$ cat config.mk
export PLATFORM = sky130hd
export DESIGN_NAME = smram_guard
export DESIGN_NICKNAME = d
export VERILOG_FILES = /design/src/rtl/smram_pkg.sv /design/src/rtl/smram_cfg_reg.sv /design/src/rtl/smram_window_sel.sv /design/src/rtl/smram_router.sv /design/src/rtl/smram_guard.sv
export SDC_FILE = /design/constraint.sdc
export NUM_CORES = 1
export LEC_CHECK = 0
export BUFFER_PORTS_ARGS = -buffer_cell sky130_fd_sc_hd__buf_2
export CAP_MARGIN = 20
export CORE_MARGIN = 8
export CORE_UTILIZATION = 39
export DETAILED_ROUTE_END_ITERATION = 6
export PLACE_DENSITY = 0.78
export SETUP_SLACK_MARGIN = 0.1
export SLEW_MARGIN = 10
export SYNTH_ARGS = -nofsm -noshare
export SYNTH_HDL_FRONTEND = slang
export SYNTH_SLANG_ARGS = --single-unit
$ cat constraint.sdc
create_clock -name clk -period 2.72 [get_ports clk]
set_input_delay 0.272 -clock clk [delete_from_list [all_inputs] [get_ports clk]]
set_output_delay 0.272 -clock clk [all_outputs]
set_load 0.05 [all_outputs]
$ cat src/rtl/smram_pkg.sv
// Package smram_pkg
// Bit positions of the control register and the decoded configuration
// record shared by the register, the window selector and the router.
package smram_pkg;
    localparam int HI_EN_BIT   = 7;
    localparam int ERR_BIT     = 6;
    localparam int SEG_SZ_HI   = 2;
    localparam int SEG_SZ_LO   = 1;
    localparam int SEG_EN_BIT  = 0;
    localparam logic [7:0] RO_ONES   = 8'h38;
    localparam logic [7:0] RESET_VAL = 8'h38;

    typedef struct packed {
        logic       hi_en;
        logic [1:0] seg_sz;
        logic       seg_en;
    } smram_cfg_t;
endpackage

$ cat src/rtl/smram_cfg_reg.sv
// Module smram_cfg_reg
// Holds the lockable fields and the sticky error flag of the control
// register and assembles the read value. Assumes lock_in comes from a
// register that is synchronous to clk.
module smram_cfg_reg
    import smram_pkg::*;
(
    input  logic             clk,
    input  logic             rst_n,
    input  logic             wr_en,
    input  logic [7:0]       wr_data,
    input  logic             lock_in,
    input  logic             err_set,
    output smram_cfg_t       cfg,
    output logic [7:0]       rd_data
);
    smram_cfg_t cfg_q;
    logic       err_q;
    logic       lock_q;
    logic       lock_eff;
    logic       unused_ro_bits;

    assign lock_eff       = lock_q | lock_in;
    assign unused_ro_bits = ^wr_data[5:3];

    // Capture the lock request and hold it until reset.
    always_ff @(posedge clk) begin
        if (!rst_n) lock_q <= 1'b0;
        else        lock_q <= lock_eff;
    end

    // Update the lockable fields when a write arrives and no lock is in effect.
    always_ff @(posedge clk) begin
        if (!rst_n) begin
            cfg_q <= '{hi_en: RESET_VAL[HI_EN_BIT],
                       seg_sz: RESET_VAL[SEG_SZ_HI:SEG_SZ_LO],
                       seg_en: RESET_VAL[SEG_EN_BIT]};
        end else if (wr_en && !lock_eff) begin
            cfg_q.hi_en  <= wr_data[HI_EN_BIT];
            cfg_q.seg_sz <= wr_data[SEG_SZ_HI:SEG_SZ_LO];
            cfg_q.seg_en <= wr_data[SEG_EN_BIT];
        end
    end

    // Sticky error flag: a set event takes priority over a write-one clear.
    always_ff @(posedge clk) begin
        if (!rst_n)                          err_q <= RESET_VAL[ERR_BIT];
        else if (err_set)                    err_q <= 1'b1;
        else if (wr_en && wr_data[ERR_BIT])  err_q <= 1'b0;
    end

    // Assemble the read value, with bits 5:3 forced to one.
    always_comb begin
        rd_data                        = RO_ONES;
        rd_data[HI_EN_BIT]             = cfg_q.hi_en;
        rd_data[ERR_BIT]               = err_q;
        rd_data[SEG_SZ_HI:SEG_SZ_LO]   = cfg_q.seg_sz;
        rd_data[SEG_EN_BIT]            = cfg_q.seg_en;
    end

    assign cfg = cfg_q;


    ro_ones_chk: assert property (@(posedge clk) disable iff (!rst_n)
        (rd_data & RO_ONES) == RO_ONES);


    lock_hold_chk: assert property (@(posedge clk) disable iff (!rst_n)
        lock_eff |=> $stable(cfg_q));


    err_set_chk: assert property (@(posedge clk) disable iff (!rst_n)
        err_set |=> err_q);


    err_keep_chk: assert property (@(posedge clk) disable iff (!rst_n)
        (!err_set && !(wr_en && wr_data[ERR_BIT])) |=> $stable(err_q));


    err_clr_chk: assert property (@(posedge clk) disable iff (!rst_n)
        (!err_set && wr_en && wr_data[ERR_BIT]) |=> !err_q);
endmodule

$ cat src/rtl/smram_window_sel.sv
// Module smram_window_sel
// Turns the configuration and the global enable into active flags for the
// high window and the top segment, and computes the segment base below
// top-of-memory. Assumes mem_top is at least the largest segment size.
module smram_window_sel
    import smram_pkg::*;
#(
    parameter int ADDR_W       = 32,
    parameter int SEG_SMALL_LG = 19,
    parameter int SEG_LARGE_LG = 20
) (
    input  smram_cfg_t          cfg,
    input  logic                glb_en,
    input  logic [ADDR_W-1:0]   mem_top,
    output logic                hi_active,
    output logic                seg_active,
    output logic [ADDR_W-1:0]   seg_base
);
    localparam logic [ADDR_W-1:0] ONE       = {{(ADDR_W-1){1'b0}}, 1'b1};
    localparam logic [ADDR_W-1:0] SEG_SMALL = ONE << SEG_SMALL_LG;
    localparam logic [ADDR_W-1:0] SEG_LARGE = ONE << SEG_LARGE_LG;

    logic [ADDR_W-1:0] seg_size;

    // Codes with the upper bit clear are reserved and leave the segment off.
    always_comb begin
        hi_active  = glb_en & cfg.hi_en;
        seg_active = glb_en & cfg.seg_en & cfg.seg_sz[1];
        seg_size   = cfg.seg_sz[0] ? SEG_LARGE : SEG_SMALL;
        seg_base   = mem_top - seg_size;
    end
endmodule

$ cat src/rtl/smram_router.sv
// Module smram_router
// Combinational decode of one request into remap, hub or DRAM, together
// with the forwarded address and the illegal-access event. Assumes the high
// window lies above mem_top and the window base is aligned to its size.
module smram_router #(
    parameter int                ADDR_W   = 32,
    parameter int                WIN_LG   = 17,
    parameter logic [ADDR_W-1:0] HI_BASE  = 32'hFEDA_0000,
    parameter logic [ADDR_W-1:0] LOW_BASE = 32'h000A_0000
) (
    input  logic                clk,
    input  logic                rst_n,
    input  logic                req_valid,
    input  logic [ADDR_W-1:0]   req_addr,
    input  logic                req_smm,
    input  logic                open_in,
    input  logic                hi_active,
    input  logic                seg_active,
    input  logic [ADDR_W-1:0]   seg_base,
    input  logic [ADDR_W-1:0]   mem_top,
    output logic                route_remap,
    output logic                route_hub,
    output logic                route_dram,
    output logic [ADDR_W-1:0]   route_addr,
    output logic                err_evt
);
    logic priv;
    logic hi_hit;
    logic seg_hit;
    logic below_top;

    // Classify the address against the two protected areas and the DRAM top.
    always_comb begin
        priv      = req_smm | open_in;
        hi_hit    = hi_active &&
                    (req_addr[ADDR_W-1:WIN_LG] == HI_BASE[ADDR_W-1:WIN_LG]);
        below_top = req_addr < mem_top;
        seg_hit   = seg_active && (req_addr >= seg_base) && below_top;
    end

    // Select one route and the forwarded address for a valid request.
    always_comb begin
        route_remap = 1'b0;
        route_hub   = 1'b0;
        route_dram  = 1'b0;
        route_addr  = req_addr;
        err_evt     = 1'b0;
        if (req_valid) begin
            if (hi_hit) begin
                if (priv) begin
                    route_remap = 1'b1;
                    route_addr  = {LOW_BASE[ADDR_W-1:WIN_LG], req_addr[WIN_LG-1:0]};
                end else begin
                    route_hub = 1'b1;
                    err_evt   = 1'b1;
                end
            end else if (seg_hit) begin
                if (priv) begin
                    route_dram = 1'b1;
                end else begin
                    route_hub = 1'b1;
                    err_evt   = 1'b1;
                end
            end else if (below_top) begin
                route_dram = 1'b1;
            end else begin
                route_hub = 1'b1;
            end
        end
    end


    onehot_route_chk: assert property (@(posedge clk) disable iff (!rst_n)
        $countones({route_remap, route_hub, route_dram}) == (req_valid ? 1 : 0));


    remap_priv_chk: assert property (@(posedge clk) disable iff (!rst_n)
        route_remap |-> (req_smm || open_in) && hi_active);


    err_hub_chk: assert property (@(posedge clk) disable iff (!rst_n)
        err_evt |-> route_hub && !req_smm && !open_in && (route_addr == req_addr));
endmodule

$ cat src/rtl/smram_guard.sv
// Module smram_guard
// Top level: the SMRAM control register plus the request decoder it steers.
// Assumes mem_top is at least 1 MB and changes only while the segment is off.
module smram_guard
    import smram_pkg::*;
#(
    parameter int ADDR_W = 32
) (
    input  logic                clk,
    input  logic                rst_n,
    input  logic                cfg_wr_en,
    input  logic [7:0]          cfg_wr_data,
    output logic [7:0]          cfg_rd_data,
    input  logic                smram_glb_en,
    input  logic                smram_lock,
    input  logic                smram_open,
    input  logic                req_valid,
    input  logic [ADDR_W-1:0]   req_addr,
    input  logic                req_smm,
    input  logic [ADDR_W-1:0]   mem_top,
    output logic                route_remap,
    output logic                route_hub,
    output logic                route_dram,
    output logic [ADDR_W-1:0]   route_addr
);
    smram_cfg_t        cfg;
    logic              hi_active;
    logic              seg_active;
    logic [ADDR_W-1:0] seg_base;
    logic              err_evt;

    smram_cfg_reg u_reg (
        .clk     (clk),
        .rst_n   (rst_n),
        .wr_en   (cfg_wr_en),
        .wr_data (cfg_wr_data),
        .lock_in (smram_lock),
        .err_set (err_evt),
        .cfg     (cfg),
        .rd_data (cfg_rd_data)
    );

    smram_window_sel #(.ADDR_W(ADDR_W)) u_win (
        .cfg        (cfg),
        .glb_en     (smram_glb_en),
        .mem_top    (mem_top),
        .hi_active  (hi_active),
        .seg_active (seg_active),
        .seg_base   (seg_base)
    );

    smram_router #(.ADDR_W(ADDR_W)) u_route (
        .clk         (clk),
        .rst_n       (rst_n),
        .req_valid   (req_valid),
        .req_addr    (req_addr),
        .req_smm     (req_smm),
        .open_in     (smram_open),
        .hi_active   (hi_active),
        .seg_active  (seg_active),
        .seg_base    (seg_base),
        .mem_top     (mem_top),
        .route_remap (route_remap),
        .route_hub   (route_hub),
        .route_dram  (route_dram),
        .route_addr  (route_addr),
        .err_evt     (err_evt)
    );
endmodule

==> run_summary.xml <==
<?xml version="1.0" encoding="UTF-8"?>
<metrics>
  <group name="routing">
    <metric name="finalWirelength" unit="mm">6.29</metric>
    <metric name="ant_nets" unit="">0</metric>
    <metric name="detailedRoute.firstIterationViolations" unit="">38</metric>
    <metric name="via_count" unit="">2170</metric>
    <metric name="detail_route.wl_per_cell" unit="um">14.2</metric>
    <metric name="drc" unit="">0</metric>
    <metric name="vias_per_cell" unit="">4.90</metric>
    <metric name="drt-pass1-iter-count" unit="">4</metric>
  </group>
  <group name="synth">
    <metric name="ys_types" unit="">39</metric>
    <metric name="asyncSetResetFlopFracSynth" unit="">0</metric>
    <metric name="synthDominantCellAreaShare" unit="">0.309</metric>
    <metric name="ys.warnings.count" unit="">0</metric>
    <metric name="postSynthAreaPerCell" unit="um^2">7.42</metric>
    <metric name="seq_area_frac_synth" unit="">0.0632</metric>
    <metric name="synth_edf_count" unit="">0</metric>
    <metric name="cell_taking_the_most_area_after_synthesis" unit="">sky130_fd_sc_hd__ha_1</metric>
    <metric name="ys_top_cells_by_count" unit="">sky130_fd_sc_hd__ha_1, sky130_fd_sc_hd__inv_1, sky130_fd_sc_hd__buf_4</metric>
    <metric name="synth.ff_latch_count" unit="">6</metric>
    <metric name="synth.top_cells.by_area" unit="">sky130_fd_sc_hd__ha_1, sky130_fd_sc_hd__buf_4, sky130_fd_sc_hd__inv_1, sky130_fd_sc_hd__dfxtp_1, sky130_fd_sc_hd__xnor2_1</metric>
    <metric name="most_common_cell_in_the_synthesized_netlist" unit="">sky130_fd_sc_hd__ha_1</metric>
    <metric name="synthesis.instances" unit="">256</metric>
    <metric name="syn-cell-area" unit="um^2">1900</metric>
    <metric name="synth_flop_cell" unit="">sky130_fd_sc_hd__dfxtp_1</metric>
  </group>
  <group name="floorplanning">
    <metric name="fp.coreArea" unit="um^2">4720</metric>
    <metric name="die_w" unit="um">85.8</metric>
    <metric name="floorplan.die.height" unit="um">85.8</metric>
    <metric name="count_of_boundary_i_o_pins" unit="">123</metric>
    <metric name="start_util" unit="">0.402</metric>
    <metric name="rows" unit="">25</metric>
    <metric name="die_area" unit="um^2">7360</metric>
  </group>
  <group name="timing">
    <metric name="fin_crit_sh" unit="">1.22</metric>
    <metric name="totalNegativeSetupSlack" unit="ns">-1.23</metric>
    <metric name="grt_setup_unrepaired" unit="">yes</metric>
    <metric name="post-route-worst-setup-slack" unit="ns">-0.591</metric>
    <metric name="timing.fmax" unit="MHz">302</metric>
    <metric name="report.final.slew_viol_count" unit="">0</metric>
    <metric name="final_hold_violating_endpoints" unit="">0</metric>
    <metric name="report.final.setup_viol" unit="">3</metric>
    <metric name="fin_crit" unit="ns">3.31</metric>
    <metric name="clock-skew-final" unit="ns">0.00667</metric>
  </group>
  <group name="clocking">
    <metric name="clock_tree.root_cell" unit="">sky130_fd_sc_hd__clkbuf_8</metric>
    <metric name="tritoncts.num_buffers" unit="">3</metric>
    <metric name="level_count_of_the_clock_h_tree" unit="">1</metric>
    <metric name="clk_pin_slew" unit="ns">0.04</metric>
    <metric name="clkSinkCount" unit="">6</metric>
    <metric name="cts.hold.buffers_added" unit="">0</metric>
    <metric name="cts_buffer_depth" unit="">2</metric>
    <metric name="clkLatencyLatePin" unit="ns">0.23</metric>
    <metric name="cts_tree" unit="">done</metric>
  </group>
  <group name="run_status">
    <metric name="outcome" unit="">complete, but fails checks</metric>
    <metric name="failing_checks" unit="">negative setup slack</metric>
  </group>
  <group name="cells_and_area">
    <metric name="postLayoutCoreUtil" unit="">0.581</metric>
    <metric name="layout-drive-gt1-share" unit="">0.444</metric>
    <metric name="finish.net_count" unit="">505</metric>
    <metric name="fin_cells" unit="">443</metric>
    <metric name="num_antenna_cells" unit="">0</metric>
    <metric name="areaGrowthSynthToFinish" unit="%">44.5</metric>
  </group>
  <group name="setup_path">
    <metric name="setup.worst_path.start_class" unit="">flop</metric>
    <metric name="timing.critical_path.to_type" unit="">primary output</metric>
    <metric name="cp.arrival" unit="ns">3.04</metric>
    <metric name="worst-r2r-setup-slack" unit="ns">-0.09</metric>
    <metric name="r2r_start" unit="">u_reg.cfg[1]</metric>
    <metric name="worst-r2r-cell-count" unit="">14</metric>
    <metric name="critical_path_class" unit="">flop to primary output</metric>
    <metric name="timing.rr.end" unit="">u_reg.err_q</metric>
    <metric name="worst-path-max-fanout" unit="">4</metric>
    <metric name="cp.required" unit="ns">2.45</metric>
  </group>
  <group name="place">
    <metric name="port_buffers" unit="">116</metric>
    <metric name="gpl.final_weighted_congestion" unit="">0.880</metric>
    <metric name="pre_cts_ws" unit="ns">-0.513</metric>
    <metric name="hpwl" unit="mm">5.54</metric>
    <metric name="placed_cells_incl_taps" unit="">435</metric>
  </group>
  <group name="grt">
    <metric name="overflow" unit="">0</metric>
    <metric name="grt_antenna_before_repair" unit="">0</metric>
    <metric name="first_global_vias" unit="">2221</metric>
    <metric name="grt_start_max_net_pins" unit="">12</metric>
    <metric name="grt_first_pass_wirelength" unit="mm">9.87</metric>
    <metric name="total_routing_resource_utilization_after_global_routing" unit="">0.162</metric>
  </group>
  <group name="power">
    <metric name="power.ir.vdd_worst" unit="V">0.000125</metric>
    <metric name="powerDensity" unit="nW/um^2">263</metric>
    <metric name="power.static_leakage" unit="nW">1.49</metric>
  </group>
  <group name="run">
    <metric name="timing.max_cap.violations" unit="">0</metric>
  </group>
  <group name="hold_path">
    <metric name="worstHoldPathType" unit="">primary input to flop</metric>
    <metric name="worst_hold_path.endpoint" unit="">u_reg.lock_q</metric>
    <metric name="min-delay-start" unit="">smram_lock</metric>
    <metric name="worstHoldPathCells" unit="">2</metric>
  </group>
</metrics>
[through the flow]
stage | total power (W) | area [um^2] | hold slack, ns
after floorplan | 0.000415 | 1960 | 0.390
after global placement | 0.000552 | 2610 | 0.456
after detailed placement | 0.000561 | 2610 | 0.472
after CTS | 0.000722 | 2730 | 0.289
after global routing | 0.000776 | 2750 | 0.303
final | 0.000722 | 2750 | 0.291
[flip-flops by register name, summed over array words and instances, names as in the netlist]
signal        count
u_reg.cfg         4
u_reg.lock_q      1
u_reg.err_q       1
[power breakdown]
group,switching (W),leakage [nW],internal (W)
clock network,0.0000425,0.0228,0.000101
logic,0.000293,1.42,0.000191
registers,0.00000292,0.0498,0.0000916
total,0.000338,1.49,0.000384
[layer usage]
layer,share of wire,global-route usage,up-vias
li1,-,-,1121
met1,0.40,0.169,948
met2,0.48,0.307,93
met3,0.10,0.0449,8
met4,0.012,0.0430,0
met5,0,0,-
[critical path: stages, from the launching register on]
cell and delay [ns]:
sky130_fd_sc_hd__dfxtp_4 0.35, sky130_fd_sc_hd__inv_6 0.07, sky130_fd_sc_hd__ha_4 0.15, sky130_fd_sc_hd__fa_2 0.20, sky130_fd_sc_hd__nand4_1 0.21, sky130_fd_sc_hd__nor4_2 0.38
sky130_fd_sc_hd__xnor2_1 0.16, sky130_fd_sc_hd__ha_1 0.26, sky130_fd_sc_hd__nand4_1 0.16, sky130_fd_sc_hd__a21oi_2 0.05, sky130_fd_sc_hd__a211oi_2 0.17, sky130_fd_sc_hd__o21ai_2 0.12
sky130_fd_sc_hd__nor2_4 0.15, sky130_fd_sc_hd__and4_4 0.24, sky130_fd_sc_hd__buf_8 0.14
[cells in the final DEF (no fill, tap or decap), drive strengths merged]
cell and n:
nor2 12, nor3b 2, o211a 1, nand3b 1, nor3 6, nand4b 3, dfxtp 6, o21ai 8
o21a 2, nand2 15, a21bo 1, a31oi 3, and4 1, ha 47, nor4 3, mux2i 3
nand4 12, buf 141, fa 1, a211oi 3, a2111o 1, clkbuf 4, a2111oi 1, a21oi 18
nor2b 15, o2111ai 1, xnor2 11, a21o 4, nand3 7, o211ai 3, inv 36, a21boi 1
conb 3
[cell families (layout without fill, tap and decap cells)]
group	after synthesis	in the layout	synth area share
compound gates	47	47	0.158
fa+ha+maj	48	48	0.320
other cells	1	3	0.00197
mux	3	3	0.0158
flops	6	6	0.0632
xor+xnor	11	11	0.0507
simple gates	77	77	0.224
buf+inv	63	181	0.167
[timing repair]
item / CTS / global route
resized for setup: 17 / 2
setup buffers: 3 / 1
endpoints found under the setup margin: 3 / 3
pin swaps: 12 / 6
gates cloned: 0 / 0
[worst max-delay path by stage]
stage / startpoint / to / slack, ns
final: u_reg.cfg[1] / route_dram / -0.59
after global routing: u_reg.cfg[1] / route_dram / -0.70
after CTS: u_reg.cfg[1] / route_dram / -0.49
after detailed placement: mem_top[19] / route_dram / -0.51
after global placement: mem_top[19] / route_dram / -0.46
after floorplan: u_reg.cfg[1] / route_dram / -0.29
[cell type report]
type | instances | area, um^2
multi-input cells | 189 | 1570
flip-flops and latches | 6 | 124
inverters | 36 | 140
well taps | 67 | 83.8
clock buffers | 4 | 45.0
fillers | 414 | 1980
repair buffers | 141 | 788
Power figures use the tool's default switching activity.
